==> src/rtl/idiv_pkg.sv <==
package idiv_pkg;

   typedef enum logic [1:0] {
      FMT_WORD   = 2'd0,
      FMT_LONG_Q = 2'd1,
      FMT_EXT    = 2'd2,
      FMT_SPLIT  = 2'd3
   } fmt_e;

   typedef enum logic [1:0] {
      ST_IDLE = 2'd0,
      ST_RUN  = 2'd1,
      ST_FIN  = 2'd2
   } st_e;

endpackage

==> src/rtl/idiv_prep.sv <==
module idiv_prep
   import idiv_pkg::*;
#(
   parameter int W = 32
) (
   input  fmt_e               fmt,
   input  logic               sign_en,
   input  logic [W-1:0]       dvd_hi,
   input  logic [W-1:0]       dvd_lo,
   input  logic [W-1:0]       dsr,
   output logic [2*W-1:0]     dvd_mag,
   output logic [W-1:0]       dsr_mag,
   output logic               neg_q,
   output logic               neg_r,
   output logic               zero_dsr,
   output logic               ext
);
   localparam int DW   = 2 * W;
   localparam int HALF = W / 2;

   logic [DW-1:0] dvd_full;
   logic [W-1:0]  dsr_full;
   logic          dvd_neg;
   logic          dsr_neg;
   logic          is_word;

   always_comb begin
      ext     = (fmt == FMT_EXT);
      is_word = (fmt == FMT_WORD);

      if (ext)
         dvd_full = {dvd_hi, dvd_lo};
      else if (sign_en)
         dvd_full = {{W{dvd_lo[W-1]}}, dvd_lo};
      else
         dvd_full = {{W{1'b0}}, dvd_lo};

      if (!is_word)
         dsr_full = dsr;
      else if (sign_en)
         dsr_full = {{HALF{dsr[HALF-1]}}, dsr[HALF-1:0]};
      else
         dsr_full = {{HALF{1'b0}}, dsr[HALF-1:0]};

      dvd_neg  = sign_en & dvd_full[DW-1];
      dsr_neg  = sign_en & dsr_full[W-1];
      dvd_mag  = dvd_neg ? (~dvd_full + 1'b1) : dvd_full;
      dsr_mag  = dsr_neg ? (~dsr_full + 1'b1) : dsr_full;
      neg_q    = dvd_neg ^ dsr_neg;
      neg_r    = dvd_neg;
      zero_dsr = (dsr_full == '0);
   end

endmodule

==> src/rtl/idiv_core.sv <==
module idiv_core #(
   parameter int W = 32
) (
   input  logic               clk,
   input  logic               rst_n,
   input  logic               load,
   input  logic               step,
   input  logic               ext,
   input  logic [2*W-1:0]     dvd_mag,
   input  logic [W-1:0]       dsr_mag,
   output logic               last,
   output logic [2*W-1:0]     qmag,
   output logic [W-1:0]       rmag
);
   localparam int DW = 2 * W;
   localparam int CW = $clog2(DW + 1);

   logic [DW-1:0] acc_q;
   logic [W-1:0]  part_q;
   logic [W-1:0]  dsr_q;
   logic [CW-1:0] cnt_q;
   logic [W:0]    trial;
   logic [W:0]    diff;
   logic          take;

   always_comb begin
      trial = {part_q, acc_q[DW-1]};
      diff  = trial - {1'b0, dsr_q};
      take  = (trial >= {1'b0, dsr_q});
   end

   always_ff @(posedge clk or negedge rst_n) begin
      if (!rst_n) begin
         acc_q  <= '0;
         part_q <= '0;
         dsr_q  <= '0;
         cnt_q  <= '0;
      end else if (load) begin
         acc_q  <= ext ? dvd_mag : {dvd_mag[W-1:0], {W{1'b0}}};
         part_q <= '0;
         dsr_q  <= dsr_mag;
         cnt_q  <= ext ? CW'(DW) : CW'(W);
      end else if (step) begin
         part_q <= take ? diff[W-1:0] : trial[W-1:0];
         acc_q  <= {acc_q[DW-2:0], take};
         cnt_q  <= cnt_q - 1'b1;
      end
   end

   assign last = (cnt_q == CW'(1));
   assign qmag = acc_q;
   assign rmag = part_q;

endmodule

==> src/rtl/idiv_fix.sv <==
module idiv_fix
   import idiv_pkg::*;
#(
   parameter int W = 32
) (
   input  fmt_e               fmt,
   input  logic               sign_en,
   input  logic               neg_q,
   input  logic               neg_r,
   input  logic [2*W-1:0]     qmag,
   input  logic [W-1:0]       rmag,
   output logic               too_big,
   output logic [W-1:0]       qval,
   output logic [W-1:0]       rval,
   output logic               n_out,
   output logic               z_out
);
   localparam int DW   = 2 * W;
   localparam int HALF = W / 2;
   localparam logic [DW-1:0] ONE    = {{(DW-1){1'b0}}, 1'b1};
   localparam logic [DW-1:0] HS_POS = (ONE << (HALF - 1)) - ONE;
   localparam logic [DW-1:0] HS_NEG = ONE << (HALF - 1);
   localparam logic [DW-1:0] HU_MAX = (ONE << HALF) - ONE;
   localparam logic [DW-1:0] FS_POS = (ONE << (W - 1)) - ONE;
   localparam logic [DW-1:0] FS_NEG = ONE << (W - 1);
   localparam logic [DW-1:0] FU_MAX = (ONE << W) - ONE;

   logic [DW-1:0] limit;
   logic [W-1:0]  qs;
   logic [W-1:0]  rs;
   logic          is_word;

   always_comb begin
      is_word = (fmt == FMT_WORD);
      if (is_word)
         limit = !sign_en ? HU_MAX : (neg_q ? HS_NEG : HS_POS);
      else
         limit = !sign_en ? FU_MAX : (neg_q ? FS_NEG : FS_POS);
      too_big = (qmag > limit);

      qs = neg_q ? (~qmag[W-1:0] + 1'b1) : qmag[W-1:0];
      rs = neg_r ? (~rmag + 1'b1) : rmag;
      rval = rs;
      if (is_word) begin
         qval  = {rs[HALF-1:0], qs[HALF-1:0]};
         n_out = qs[HALF-1];
         z_out = (qs[HALF-1:0] == '0);
      end else begin
         qval  = qs;
         n_out = qs[W-1];
         z_out = (qs == '0);
      end
   end

endmodule

==> src/rtl/idiv_mf.sv <==
module idiv_mf
   import idiv_pkg::*;
#(
   parameter int W = 32
) (
   input  logic               clk,
   input  logic               rst_n,
   input  logic               start,
   input  logic [1:0]         mode,
   input  logic               sign_en,
   input  logic [W-1:0]       dvd_hi,
   input  logic [W-1:0]       dvd_lo,
   input  logic [W-1:0]       dsr,
   output logic               busy,
   output logic               done,
   output logic [W-1:0]       quo,
   output logic [W-1:0]       rem,
   output logic               div_zero,
   output logic               ovf,
   output logic               flag_n,
   output logic               flag_z,
   output logic               flag_c
);
   localparam int DW = 2 * W;

   generate
      if (W < 8) begin : g_bad_width
         $error("idiv_mf: W must be at least 8");
      end
      if ((W % 2) != 0) begin : g_bad_half
         $error("idiv_mf: W must be even so the word format splits cleanly");
      end
   endgenerate

   st_e           st_q;
   fmt_e          fmt_in;
   fmt_e          fmt_q;
   logic          sign_q;
   logic          negq_q;
   logic          negr_q;
   logic          dz_q;

   logic [DW-1:0] p_dvd_mag;
   logic [W-1:0]  p_dsr_mag;
   logic          p_neg_q;
   logic          p_neg_r;
   logic          p_zero;
   logic          p_ext;

   logic          accept;
   logic          core_load;
   logic          core_step;
   logic          core_last;
   logic [DW-1:0] core_q;
   logic [W-1:0]  core_r;

   logic          f_big;
   logic [W-1:0]  f_q;
   logic [W-1:0]  f_r;
   logic          f_n;
   logic          f_z;

   assign fmt_in    = fmt_e'(mode);
   assign accept    = (st_q == ST_IDLE) && start;
   assign core_load = accept && !p_zero;
   assign core_step = (st_q == ST_RUN);
   assign busy      = (st_q != ST_IDLE);
   assign flag_c    = 1'b0;

   idiv_prep #(.W(W)) prep_i (
      .fmt      (fmt_in),
      .sign_en  (sign_en),
      .dvd_hi   (dvd_hi),
      .dvd_lo   (dvd_lo),
      .dsr      (dsr),
      .dvd_mag  (p_dvd_mag),
      .dsr_mag  (p_dsr_mag),
      .neg_q    (p_neg_q),
      .neg_r    (p_neg_r),
      .zero_dsr (p_zero),
      .ext      (p_ext)
   );

   idiv_core #(.W(W)) core_i (
      .clk     (clk),
      .rst_n   (rst_n),
      .load    (core_load),
      .step    (core_step),
      .ext     (p_ext),
      .dvd_mag (p_dvd_mag),
      .dsr_mag (p_dsr_mag),
      .last    (core_last),
      .qmag    (core_q),
      .rmag    (core_r)
   );

   idiv_fix #(.W(W)) fix_i (
      .fmt     (fmt_q),
      .sign_en (sign_q),
      .neg_q   (negq_q),
      .neg_r   (negr_q),
      .qmag    (core_q),
      .rmag    (core_r),
      .too_big (f_big),
      .qval    (f_q),
      .rval    (f_r),
      .n_out   (f_n),
      .z_out   (f_z)
   );

   always_ff @(posedge clk or negedge rst_n) begin
      if (!rst_n) begin
         st_q   <= ST_IDLE;
         fmt_q  <= FMT_WORD;
         sign_q <= 1'b0;
         negq_q <= 1'b0;
         negr_q <= 1'b0;
         dz_q   <= 1'b0;
      end else begin
         unique case (st_q)
            ST_IDLE: begin
               if (start) begin
                  fmt_q  <= fmt_in;
                  sign_q <= sign_en;
                  negq_q <= p_neg_q;
                  negr_q <= p_neg_r;
                  dz_q   <= p_zero;
                  st_q   <= p_zero ? ST_FIN : ST_RUN;
               end
            end
            ST_RUN: begin
               if (core_last)
                  st_q <= ST_FIN;
            end
            ST_FIN:  st_q <= ST_IDLE;
            default: st_q <= ST_IDLE;
         endcase
      end
   end

   always_ff @(posedge clk or negedge rst_n) begin
      if (!rst_n) begin
         done     <= 1'b0;
         quo      <= '0;
         rem      <= '0;
         div_zero <= 1'b0;
         ovf      <= 1'b0;
         flag_n   <= 1'b0;
         flag_z   <= 1'b0;
      end else begin
         done <= 1'b0;
         if (st_q == ST_FIN) begin
            done <= 1'b1;
            if (dz_q) begin
               div_zero <= 1'b1;
               ovf      <= 1'b0;
               flag_n   <= 1'b0;
               flag_z   <= 1'b0;
            end else if (f_big) begin
               div_zero <= 1'b0;
               ovf      <= 1'b1;
               flag_n   <= 1'b0;
               flag_z   <= 1'b0;
            end else begin
               div_zero <= 1'b0;
               ovf      <= 1'b0;
               flag_n   <= f_n;
               flag_z   <= f_z;
               quo      <= f_q;
               if (fmt_q == FMT_EXT || fmt_q == FMT_SPLIT)
                  rem <= f_r;
            end
         end
      end
   end

endmodule

==> config.mk <==
export PLATFORM = sky130hd
export DESIGN_NAME = idiv_mf
export DESIGN_NICKNAME = d
export VERILOG_FILES = /design/src/rtl/idiv_pkg.sv /design/src/rtl/idiv_prep.sv /design/src/rtl/idiv_core.sv /design/src/rtl/idiv_fix.sv /design/src/rtl/idiv_mf.sv
export SDC_FILE = /design/constraint.sdc
export NUM_CORES = 1
export LEC_CHECK = 0
export ABC_AREA = 0
export ABC_CLOCK_PERIOD_IN_PS = 5000
export BUFFER_PORTS_ARGS = -buffer_cell sky130_fd_sc_hd__buf_4
export CAP_MARGIN = 10
export CORE_AREA = 2 2 187 189
export CTS_BUF_LIST = sky130_fd_sc_hd__clkbuf_16
export DETAILED_ROUTE_END_ITERATION = 16
export DIE_AREA = 0 0 189 191
export SETUP_SLACK_MARGIN = 0.2
export SYNTH_ARGS = -nofsm -noshare
export SYNTH_HDL_FRONTEND = slang
export SYNTH_SLANG_ARGS = --single-unit
==> constraint.sdc <==
create_clock -name clk -period 5 [get_ports clk]
set_input_delay 1 -clock clk [delete_from_list [all_inputs] [get_ports clk]]
set_output_delay 1 -clock clk [all_outputs]
set_load 0.01 [all_outputs]
# Word level (Yosys, flattened, before mapping)
# Cells that the tools add are included.
# word_totals
register_bits,212
in_bits,102
output_inout_bits,71
word_cells,95
# classes
add_sub_neg,6
order_cmp,2
eq_ne,8
mux,37
bitwise_logic,9
reduce_logical,16
# ops
operator,n
64-bit 2-to-1 mux,9
32-bit 2-to-1 mux,10
32-bit by 1-bit adder with 32-bit output (second input constant),3
32-bit inverter,3
64-bit by 1-bit adder with 64-bit output (second input constant),1
64-bit > comparator,1
32-bit zero test,2
64-bit inverter,1
33-bit by 32-bit greater-or-equal comparator with 1-bit output,1
32-bit subtractor,1
7-bit 2-to-1 mux,3
16-bit zero test,1
16-bit 2-to-1 mux,1
1-bit 2-to-1 mux,10
2-bit == test (second input constant),4
7-bit by 1-bit == test with 1-bit output (second input constant),1
7-bit by 1-bit subtractor with 7-bit output (second input constant),1
2-bit zero test,3
2-bit 2-to-1 mux,3
2-bit != test (second input constant),2
2-bit one-hot mux with 2 select lines,1
2-bit AND reduction,2
4-bit AND reduction,1
2-bit nonzero test,2
8 further kinds,11

# Depth between registers and ports, before layout
# Gate-level depths: netlist (run 1).
# depth
ltp_word,7
mapped_depth,15
depth_no_buf,13

# Cells and area by module
# From an unflattened synthesis (run 1), not the netlist that was laid out.
# unflattened
hier_cells,1945
hier_area_um2,16706.0
# modules_own_cells
mod,instances,cells_per_inst,area_each_um2,seq_area_each_um2
idiv_core,1,903,8314.2,3378.2
idiv_mf,1,177,2900.3,1926.8
idiv_prep,1,469,2840.2,0.0
idiv_fix,1,396,2651.3,0.0

# Least setup slack after synthesis (run 1)
# No wires, ideal clock.
# synth_path
kind,reg2reg
from,register fmt_q[1]
to,register rem[10]
setup_ps,125
t_arrival_ps,4021
required_time_ps,4875
setup_slack_ps,854
path_stages_with_launch,13
n_path_buf,2
period_less_slack_ps,4146
cell_sequence,dfrtp_1 -> o21ai_0 -> ha_1 -> a21o_1 -> a21o_1 -> a2111oi_0 -> o221ai_1 -> a21o_1 -> a21oi_1 -> and2_1 -> clkbuf_1 -> buf_1 -> mux2_2
# synth_between
elab_chain_cells,5
word_cells_on_any_way,8
cone_classes,1 x order compare; 2 x eq/ne; 1 x mux; 1 x bitwise; 3 x reduce/logical
# synth_rtl
item,line,text
start: declaration,idiv_mf.sv:37,fmt_e fmt_q;
start signal: assignment,idiv_mf.sv:123,fmt_q <= fmt_in;
2-bit zero test,idiv_fix.sv:34,is_word = (fmt == FMT_WORD);
64-bit 2-to-1 mux,idiv_fix.sv:35,if (is_word)
64-bit > comparator,idiv_fix.sv:39,too_big = (qmag > limit);
1-bit inverter (no line),--,
4-bit AND reduction (no line) *,--,
end signal: assignment,idiv_mf.sv:171,rem <= f_r;
end: declaration,idiv_mf.sv:17,"output logic [W-1:0] rem,"
# Mark *: on every way between the ends. The rest lies on a longest branch, timed or not.
# A chain may end at the register's enable or synchronous reset.

# Final worst setup path (run 1)
# layout_path
from,input dsr[0]
to,register core_i.acc_q[42] (netlist: core_i.qmag[42])
# layout_between
elab_chain_cells,6
word_cells_on_any_way,7
cone_classes,3 x mux; 4 x reduce/logical
# layout_rtl
item,line,text
start: declaration,idiv_mf.sv:13,"input logic [W-1:0] dsr,"
32-bit 2-to-1 mux,idiv_prep.sv:40,else if (sign_en)
32-bit 2-to-1 mux *,idiv_prep.sv:38,if (!is_word)
32-bit zero test *,idiv_prep.sv:51,zero_dsr = (dsr_full == '0);
1-bit zero test *,idiv_mf.sv:65,assign core_load = accept && !p_zero;
1-bit logical AND *,idiv_mf.sv:65,
64-bit 2-to-1 mux or 2-bit nonzero test (tied branches),--,
end signal: assignment,idiv_core.sv:39,"acc_q <= ext ? dvd_mag : {dvd_mag[W-1:0], {W{1'b0}}};"
end signal: assignment,idiv_core.sv:45,"acc_q <= {acc_q[DW-2:0], take};"
end: declaration,idiv_core.sv:18,logic [DW-1:0] acc_q;
# Marked as above.

==> flow_summary.toml, run 1 <==
[timing]
finalCritPeriodShare_pct = 79.8
tns_ns = 0
tightest_slew_ns = 1.01
final_hold_viol_count = 0
rsz0062_at_grt = "false"
max_freq_mhz = 251
drv_slew = 0
hold_ws_ns = 0.477
setup_violations = 0
final.setup_skew_ns = 0.0263
slew_headroom_pct = 32.9
min_period_ns = 3.99

[final_layout]
nets = 2068
fin_util_pct = 51.7
final_layout_size_suffix_gt1_share_pct = 15.5
mostFrequentLayoutCell = "dfrtp_1"
syn_to_final_growth_pct = 16.4
final_cell_mix = "dfrtp_1, o21ai_0, buf_4"

[die]
row_count = 68
die-area_sq_um = 36100
initial_core_util_pct = 44.4
core-area_sq_um = 34100
fp.dieH_microns = 191
die_x_microns = 189
ios = 173

[clock_network]
htreeDepth = 1
clockBufferDepth = 3
clk_latency_ns = 0.53
clk_pin_slew_ns = 0.06
cts_sinks = 212
post_cts_buffers = 0
cts_buffers = 24
cts_hold_buf = 0
cts_resized = 0
cts_tree = "done"
root_buffer = "clkbuf_16"

[routing]
num_vias = 13800
wl_mm = 45.2
drc = 0
first_pass_iters = 5
viasPerCell = 5.81
ant_nets = 0
wl_per_cell_microns = 19.0
drt_iter0_markers = 1060

[hold_path]
min-delay-start = "core_i.dsr_q[20]"
holdPathEnd = "core_i.dsr_q[20]"
holdPathStages = 2
hold_class = "reg -> reg"

[placed_design]
gp_congestion = 0.917
io_buffers = 171
dp_hpwl_mm = 34.7

[power_and_ir_drop]
finalPower_mw = 4.47
power.density_nw_per_um2 = 253
p_leak_nw = 7.50
peakVddDrop_mv = 0.200

[yosys]
synth_flop_cell = "dfrtp_1"
synth.avg_cell_area_sq_um = 8.46
synthArstFlopShare_pct = 100
netlist_instances = 1792
synth_edf_count = 0
ys_types = 80
yosys_warnings = 0
syn_area_sq_um = 15200
ys_ff_latch = 212
syn-num-nets = 1955
synth-seq-area-share_pct = 35.0

[critical_path]
crit_fanout = 16
end_kind = "flip-flop"
r2r_slack_ns = 1.12
r2r-end = "rem[19]"
cp-start-kind = "input pin"
worstReg2RegStart = "sign_q"
worst_ep_required_time_ns = 5.39
criticalPathCategory = "in -> reg"
rr_worst_depth = 13
arrival_ns = 4.38

[global_routing]
antenna_found_initial = 0
grt_pass1_vias = 12700
grt-ovfl-total = 0
grtUsageTotal_pct = 24.7
grt_first_pass_wirelength_mm = 71.9
grt_max_degree = 120

[run]
drv_cap = 0

[run_status]
status = "finished, final reports clean"
==> cell families (layout without fill, tap and decap cells) <==
group	Yosys count	in the layout	share of synthesized area (%)
flops	212	212	35.0
xor+xnor	180	180	10.4
fa+ha+maj	61	61	5.08
compound gates	564	564	23.1
simple gates	528	528	16.9
buf+inv	177	308	4.45
other cells	1	2	0.0247
mux	69	69	5.04
==> per-stage QoR <==
step / instance area (sq um) / std cells / worst slack, ns
after detailed placement: 16800 / 2334 / 0.497
final: 17600 / 2379 / 1.01
after CTS: 17600 / 2378 / 1.03
after global routing: 17600 / 2378 / 0.732
after floorplan: 15200 / 1792 / 0.854
after global placement: 16800 / 2334 / 0.624
==> area by class of cell <==
cell class                      count  area (sq um)
Clock buffer                       25           626
Clock inverter                     19           174
Timing Repair Buffer              194          1490
Inverter                           70           263
Antenna cell                        1          2.50
Fill cell                        3293         16500
Tap cell                          455           569
Multi-Input combinational cell   1403          9210
Sequential cell                   212          5310
==> report_power, final <==
part / internal (mW) / leakage (nW) / switching, mW
Combinational: 0.332 / 4.40 / 0.490
Clock: 1.06 / 0.393 / 0.722
Sequential: 1.76 / 2.71 / 0.102
Total: 3.15 / 7.50 / 1.31
==> registers in the layout (all words and copies together), names as in the netlist <==
name,flops
done,1
rem,32
dz_q,1
quo,32
core_i.cnt_q,7
flag_z,1
sign_q,1
core_i.rmag,32
negq_q,1
st_q,2
ovf,1
flag_n,1
div_zero,1
negr_q,1
core_i.qmag,64
core_i.dsr_q,32
fmt_q,2
==> synth_stat cells (6+ instances only) <==
library cell / number / area (sq um)
a21o_1: 22 / 165
a21oi_1: 117 / 586
a221oi_1: 17 / 149
a22oi_1: 50 / 375
a31oi_1: 15 / 93.8
and2_1: 7 / 43.8
and3_1: 6 / 37.5
clkbuf_1: 97 / 364
dfrtp_1: 212 / 5310
ha_1: 60 / 751
inv_1: 69 / 259
mux2_2: 51 / 574
mux2i_1: 14 / 140
nand2_1: 156 / 586
nand2b_1: 18 / 113
nand3_1: 44 / 220
nand3b_1: 6 / 45.0
nand4_1: 19 / 119
nor2_1: 137 / 514
nor2b_1: 15 / 93.8
nor3_1: 32 / 160
nor4_1: 26 / 163
o21ai_0: 196 / 981
o21ai_1: 30 / 150
o31ai_1: 37 / 278
o41ai_1: 14 / 123
or3_1: 18 / 113
or4_1: 16 / 120
xnor2_1: 85 / 744
xor2_1: 95 / 832
==> per-layer routing <==
layer  vias up  wire (microns)  track usage (%)  part of all wire, %
met2       460           18600             35.3                   41
met3        61            2560             2.40                  5.7
met1      6559           22800             39.1                   51
met5         -               0                0                    0
met4         0            1180             6.82                  2.6
li1       6748               -                -                    -
==> worst max-delay path, stage by stage <==
cell,delay [ns]
buf_4,0.11
inv_1,0.10
ha_1,0.21
or4b_1,0.52
nand3b_1,0.27
nand2b_1,0.28
or4_1,0.57
nor2b_1,0.34
nand2_1,0.51
nor2_1,0.12
a221oi_1,0.23
o21ai_0,0.13
==> how the worst max path moves through the flow <==
stage,startpoint,to,slack (ns)
CTS,dsr[0],core_i.qmag[42],1.03
global placement,dsr[0],core_i.qmag[41],0.62
floorplan,fmt_q[1],rem[10],0.85
global route,dsr[0],core_i.qmag[59],0.73
finish,dsr[0],core_i.qmag[42],1.01
detailed placement,dsr[0],core_i.qmag[42],0.50
Note: power is estimated with default switching activity, not from simulation.
==> inputs of run 2 (changes only) <==
--- a/config.mk
+++ b/config.mk
@@ -6,13 +6,14 @@
 export NUM_CORES = 1
 export LEC_CHECK = 0
 export ABC_AREA = 0
-export ABC_CLOCK_PERIOD_IN_PS = 5000
+export ABC_CLOCK_PERIOD_IN_PS = 3400
 export BUFFER_PORTS_ARGS = -buffer_cell sky130_fd_sc_hd__buf_4
 export CAP_MARGIN = 10
 export CORE_AREA = 2 2 187 189
 export CTS_BUF_LIST = sky130_fd_sc_hd__clkbuf_16
 export DETAILED_ROUTE_END_ITERATION = 16
 export DIE_AREA = 0 0 189 191
+export PLACE_DENSITY = 0.66
 export SETUP_SLACK_MARGIN = 0.2
 export SYNTH_ARGS = -nofsm -noshare
 export SYNTH_HDL_FRONTEND = slang
==> constraint.sdc (replaced) <==
create_clock -name clk -period 3.4 [get_ports clk]
set_input_delay 0.68 -clock clk [delete_from_list [all_inputs] [get_ports clk]]
set_output_delay 0.68 -clock clk [all_outputs]
set_load 0.01 [all_outputs]
==> run 2 against run 1 <==
Against the previous run: flip-flop and latch count did not move; wire length is 4.5% higher; non-clock buffer count rose by 88; critical path depth decreased by 4; sequential share of layout area fell by 1.6 points; first-iteration DRC count increased by 16%; worst setup slack got worse by 0.77 ns; global-route usage rose by 0.85 points; critical endpoint is now rem[31]; largest cell class unchanged.
==> flow_summary.toml, run 2 (synthesized netlist as in run 1, its figures left out) <==
[run_status]
status = "finished, final reports clean"

[power_and_ir_drop]
switching_share_pct = 29.8
seq_power_share_pct = 40.2
switchingPower_mw = 1.99
p_clk_share_pct = 38.9
finalPower_mw = 6.70
p_leak_nw = 8.03
power.density_nw_per_um2 = 359
peakVddDrop_mv = 0.300
intPower_mw = 4.71
power_frac_comb_pct = 20.9

[run]
drv_cap = 0

[final_layout]
antenna_cells = 0
syn_to_final_growth_pct = 23.1
nets = 2156
mostFrequentLayoutCell = "buf_4"
largest_reg_flops = 64
final_cell_mix = "buf_4, dfrtp_1, o21ai_0"
fin_area_sq_um = 18700
final_layout_size_suffix_gt1_share_pct = 21.0

[timing]
setup_violations = 0
final_hold_viol_count = 0
rsz0062_at_grt = "true"
tns_ns = 0
max_freq_mhz = 317
hold_ws_ns = 0.196
worst_slack_ns = 0.245
final.setup_skew_ns = 0.0144
drv_slew = 0
min_period_ns = 3.15
slew_headroom_pct = 44.5
tightest_slew_ns = 0.824
finalCritPeriodShare_pct = 92.8

[critical_path]
arrival_ns = 3.56
crit_family = "simple AND/OR/NAND/NOR gates"
worst_ep_required_time_ns = 3.81
cp_slowest_stage_delay_ns = 0.53
worst_path_max_delay_cell = "or4_4"
crit_buf_inv = 0
crit_fanout = 3
cpMostUsedCell = "or3_4"
cp_cell_sequence = "or4_4 -> or3_4 -> or3_4 -> or3b_4 -> or3_4 -> o31ai_4 -> xnor2_2 -> mux2_2"
cp-start-kind = "flip-flop"
criticalPathCategory = "reg -> reg"
end_kind = "flip-flop"

[die]
fp.dieH_microns = 191
die-area_sq_um = 36100
row_count = 68
core-area_sq_um = 34100
ios = 173
die_x_microns = 189
initial_core_util_pct = 44.4

[placed_design]
dp_slack_ns = -0.100
io_buffers = 171
place_area_sq_um = 17600
gp_congestion = 0.927
dp_hpwl_mm = 36.2

[clock_network]
cts_buffers = 24
htreeDepth = 1
cts_tree = "done"
cts_hold_buf = 0
root_buffer = "clkbuf_16"
clk_pin_slew_ns = 0.06
clockBufferDepth = 3
clk_latency_ns = 0.53
cts_sinks = 212

[routing]
viasPerCell = 5.80
drt_iter0_markers = 1230
wl_per_cell_microns = 19.2
wl_mm = 47.2
first_pass_iters = 5
ant_nets = 0
drc = 0
num_vias = 14300

[global_routing]
grtUsageTotal_pct = 25.6
grt_pass1_vias = 13400
grt-ovfl-total = 0
grt_first_pass_wirelength_mm = 74.6
antenna_found_initial = 0
grt_max_degree = 85

[hold_path]
hold_class = "in -> async"
==> run 2: power by group through the flow <==
| stage | sequential [mW] | clock [mW] | combinational [mW] |
|---|---|---|---|
| 2_1_floorplan | 2.70 | 0 | 0.805 |
| 3_3_place_gp | 2.73 | 0 | 1.35 |
| 3_5_place_dp | 2.73 | 0 | 1.36 |
| 4_1_cts | 2.69 | 2.64 | 1.36 |
| 5_1_grt | 2.70 | 2.75 | 1.54 |
| 6_report | 2.69 | 2.61 | 1.40 |
==> run 2: layout make-up <==
cell class | instances | area [sq um]
fill | 3230 | 15500
multi-input combinational | 1403 | 9400
sequential | 212 | 5310
timing repair buffer | 282 | 2340
clock buffer | 25 | 626
tap | 455 | 569
inverter | 70 | 267
clock inverter | 16 | 158
==> run 2: timing repair <==
item,CTS,global route
resized for setup,4,35
buffers inserted,3,3
pin swaps,3,20
cloned,0,3
setup endpoints to repair,72,88
==> run 2: worst register-to-register path: cells and delay by family (launching register included) <==
kind            cells  cell delay, ns
compound gates      1            0.27
mux                 1            0.27
flops               1            0.37
simple gates        5            2.03
xor+xnor            1            0.10
==> run 2: through the flow <==
step | util, % | cells
6_report | 54.7 | 2463
5_1_grt | 54.7 | 2463
4_1_cts | 54.0 | 2457
3_5_place_dp | 51.6 | 2413
3_3_place_gp | 51.6 | 2413
2_1_floorplan | - | 1792
==> run 2: path summary, 6_finish.rpt <==
path                                     to             start  slack, ns  cells after the start
max in group asynchronous    core_i.rmag[0]             rst_n       2.31                      2
max                                 rem[31]    core_i.rmag[8]       0.25                      8
min reg2reg                core_i.dsr_q[15]  core_i.dsr_q[15]       0.48                      2
min in group clk           core_i.dsr_q[31]           dsr[31]       0.46                      3
min                         core_i.dsr_q[2]             rst_n       0.20                      1
max reg2reg                         rem[31]    core_i.rmag[8]       0.25                      8
==> run 2: metal layers <==
layer	GRT usage [%]	share of wire (%)
met2	37.5	42
met5	0	0
met4	5.65	1.9
met3	2.48	6.7
met1	40.2	49
==> inputs of run 3 (changes only) <==
--- a/config.mk
+++ b/config.mk
@@ -9,11 +9,10 @@
 export ABC_CLOCK_PERIOD_IN_PS = 3400
 export BUFFER_PORTS_ARGS = -buffer_cell sky130_fd_sc_hd__buf_4
 export CAP_MARGIN = 10
-export CORE_AREA = 2 2 187 189
+export CORE_AREA = 2 2 198 200
 export CTS_BUF_LIST = sky130_fd_sc_hd__clkbuf_16
 export DETAILED_ROUTE_END_ITERATION = 16
-export DIE_AREA = 0 0 189 191
-export PLACE_DENSITY = 0.66
+export DIE_AREA = 0 0 200 202
 export SETUP_SLACK_MARGIN = 0.2
 export SYNTH_ARGS = -nofsm -noshare
 export SYNTH_HDL_FRONTEND = slang
==> run 3 against run 2 <==
Against the previous run: critical endpoint is now rem[29]; wire length up 3.9%; power down 3.8%; highest routed layer unchanged; critical path type unchanged; combinational power about the same; first-iteration DRC count down 0.33%; utilization down 5.9 points; worst hold slack worse by 0.055 ns; sequential power about the same; final cell count up 3.0%.
==> flow_summary.toml, run 3 (synthesized netlist as in run 1, its figures left out) <==
[placed_design]
gp_congestion = 0.966
place_area_sq_um = 17700
dp_hpwl_mm = 38.1
io_buffers = 171
dp_slack_ns = -0.125

[final_layout]
fin_area_sq_um = 18700
antenna_cells = 0
fillers = 3723
largest_reg_flops = 64
nets = 2166
final_layout_size_suffix_gt1_share_pct = 21.5
fin_util_pct = 48.8
mostFrequentLayoutCell = "buf_4"
syn_to_final_growth_pct = 23.3
final_cell_mix = "buf_4, dfrtp_1, o21ai_0"

[timing]
setup_violations = 0
min_period_ns = 3.15
final_hold_viol_count = 0
hold_ws_ns = 0.141
tightest_slew_ns = 0.795
finalCritPeriodShare_pct = 92.6
final.setup_skew_ns = 0.0245
max_freq_mhz = 318
slew_headroom_pct = 46.8
drv_slew = 0
rsz0062_at_grt = "true"
worst_slack_ns = 0.251

[critical_path]
arrival_ns = 3.58
worst_ep_required_time_ns = 3.83
end_kind = "flip-flop"
criticalPathCategory = "reg -> reg"
crit_family = "simple AND/OR/NAND/NOR gates"
cp-start-kind = "flip-flop"
cpMostUsedCell = "or3_4"
worst_path_max_delay_cell = "or4_4"
cp_slowest_stage_delay_ns = 0.54
cp_cell_sequence = "or4_4 -> or3_4 -> or3_4 -> or3b_4 -> or3_4 -> o41ai_4 -> xnor2_1 -> mux2_4"
crit_buf_inv = 0
crit_fanout = 3

[run_status]
status = "finished, final reports clean"

[clock_network]
cts_hold_buf = 0
clk_pin_slew_ns = 0.06
clockBufferDepth = 3
root_buffer = "clkbuf_16"
cts_buffers = 23
clk_latency_ns = 0.54
cts_tree = "done"
cts_sinks = 212
htreeDepth = 1

[routing]
num_vias = 14300
ant_nets = 0
drt_iter0_markers = 1226
drc = 0
viasPerCell = 5.64
first_pass_iters = 6
wl_per_cell_microns = 19.3
wl_mm = 49.0

[power_and_ir_drop]
peakVddDrop_mv = 0.349
power.density_nw_per_um2 = 345
p_leak_nw = 8.01
finalPower_mw = 6.44

[global_routing]
grtUsageTotal_pct = 24.0
antenna_found_initial = 0
grt_pass1_vias = 13500
grt-ovfl-total = 0
grt_max_degree = 73
grt_first_pass_wirelength_mm = 76.8

[die]
fp.dieH_microns = 202
ios = 173
core-area_sq_um = 38300
die-area_sq_um = 40400
initial_core_util_pct = 39.6
row_count = 72
die_x_microns = 200

[run]
drv_cap = 0

[hold_path]
hold_class = "in -> async"
run 3: layer usage:
layer  vias to the layer above  track usage, %  share of wire, %
met4                         0            5.74               2.2
met5                         -               0                 0
met1                      6828            37.8                50
li1                       6959               -                 -
met2                       446            34.7                43
met3                        61            2.52               5.5
run 3: worst reg2reg max path, delay by kind of cell, from the launching register on:
kind	cells	cell delay (ns)
AO/OA/AOI/OAI	1	0.24
XOR/XNOR	1	0.11
flip-flops	1	0.37
multiplexers	1	0.26
AND/OR/NAND/NOR	5	2.06
run 3: what timing repair did:
| item | in CTS | in global routing |
|---|---|---|
| endpoints found under the setup margin | 71 | 97 |
| setup buffers | 4 | 4 |
| resized for setup | 7 | 43 |
| pin swaps | 3 | 16 |
| cloned | 0 | 2 |
run 3: final cells by class:
cell class | instances | area (sq um) | area share (%)
Multi-Input combinational cell | 1403 | 9430 | 50.4
Inverter | 70 | 267 | 1.43
Sequential cell | 212 | 5310 | 28.4
Timing Repair Buffer | 293 | 2360 | 12.6
Clock inverter | 17 | 105 | 0.562
Tap cell | 518 | 648 | 3.47
Clock buffer | 23 | 576 | 3.08
run 3: where the power goes:
part           leakage, nW  total [mW]  internal, mW  switching [mW]
clock network        0.355        2.34          1.30            1.04
registers             2.71        2.69          2.59           0.103
logic                 4.95        1.41         0.585           0.828
run 3: per-stage QoR:
stage	instances	TNS [ns]
after floorplan	1792	0
after global placement	2486	-0.0516
after detailed placement	2486	-1.41
after CTS	2530	0
after global routing	2536	0
final	2536	0
run 3: worst paths after layout:
check	startpoint	to	slack, ns	cells past startpoint
max	core_i.rmag[9]	rem[29]	0.25	8
min	rst_n	core_i.dsr_q[4]	0.14	1
max reg2reg	core_i.rmag[9]	rem[29]	0.25	8
min reg2reg	core_i.dsr_q[22]	core_i.dsr_q[22]	0.48	2
max in group asynchronous	rst_n	negq_q	2.38	2
min in group clk	dsr[25]	core_i.dsr_q[25]	0.47	3
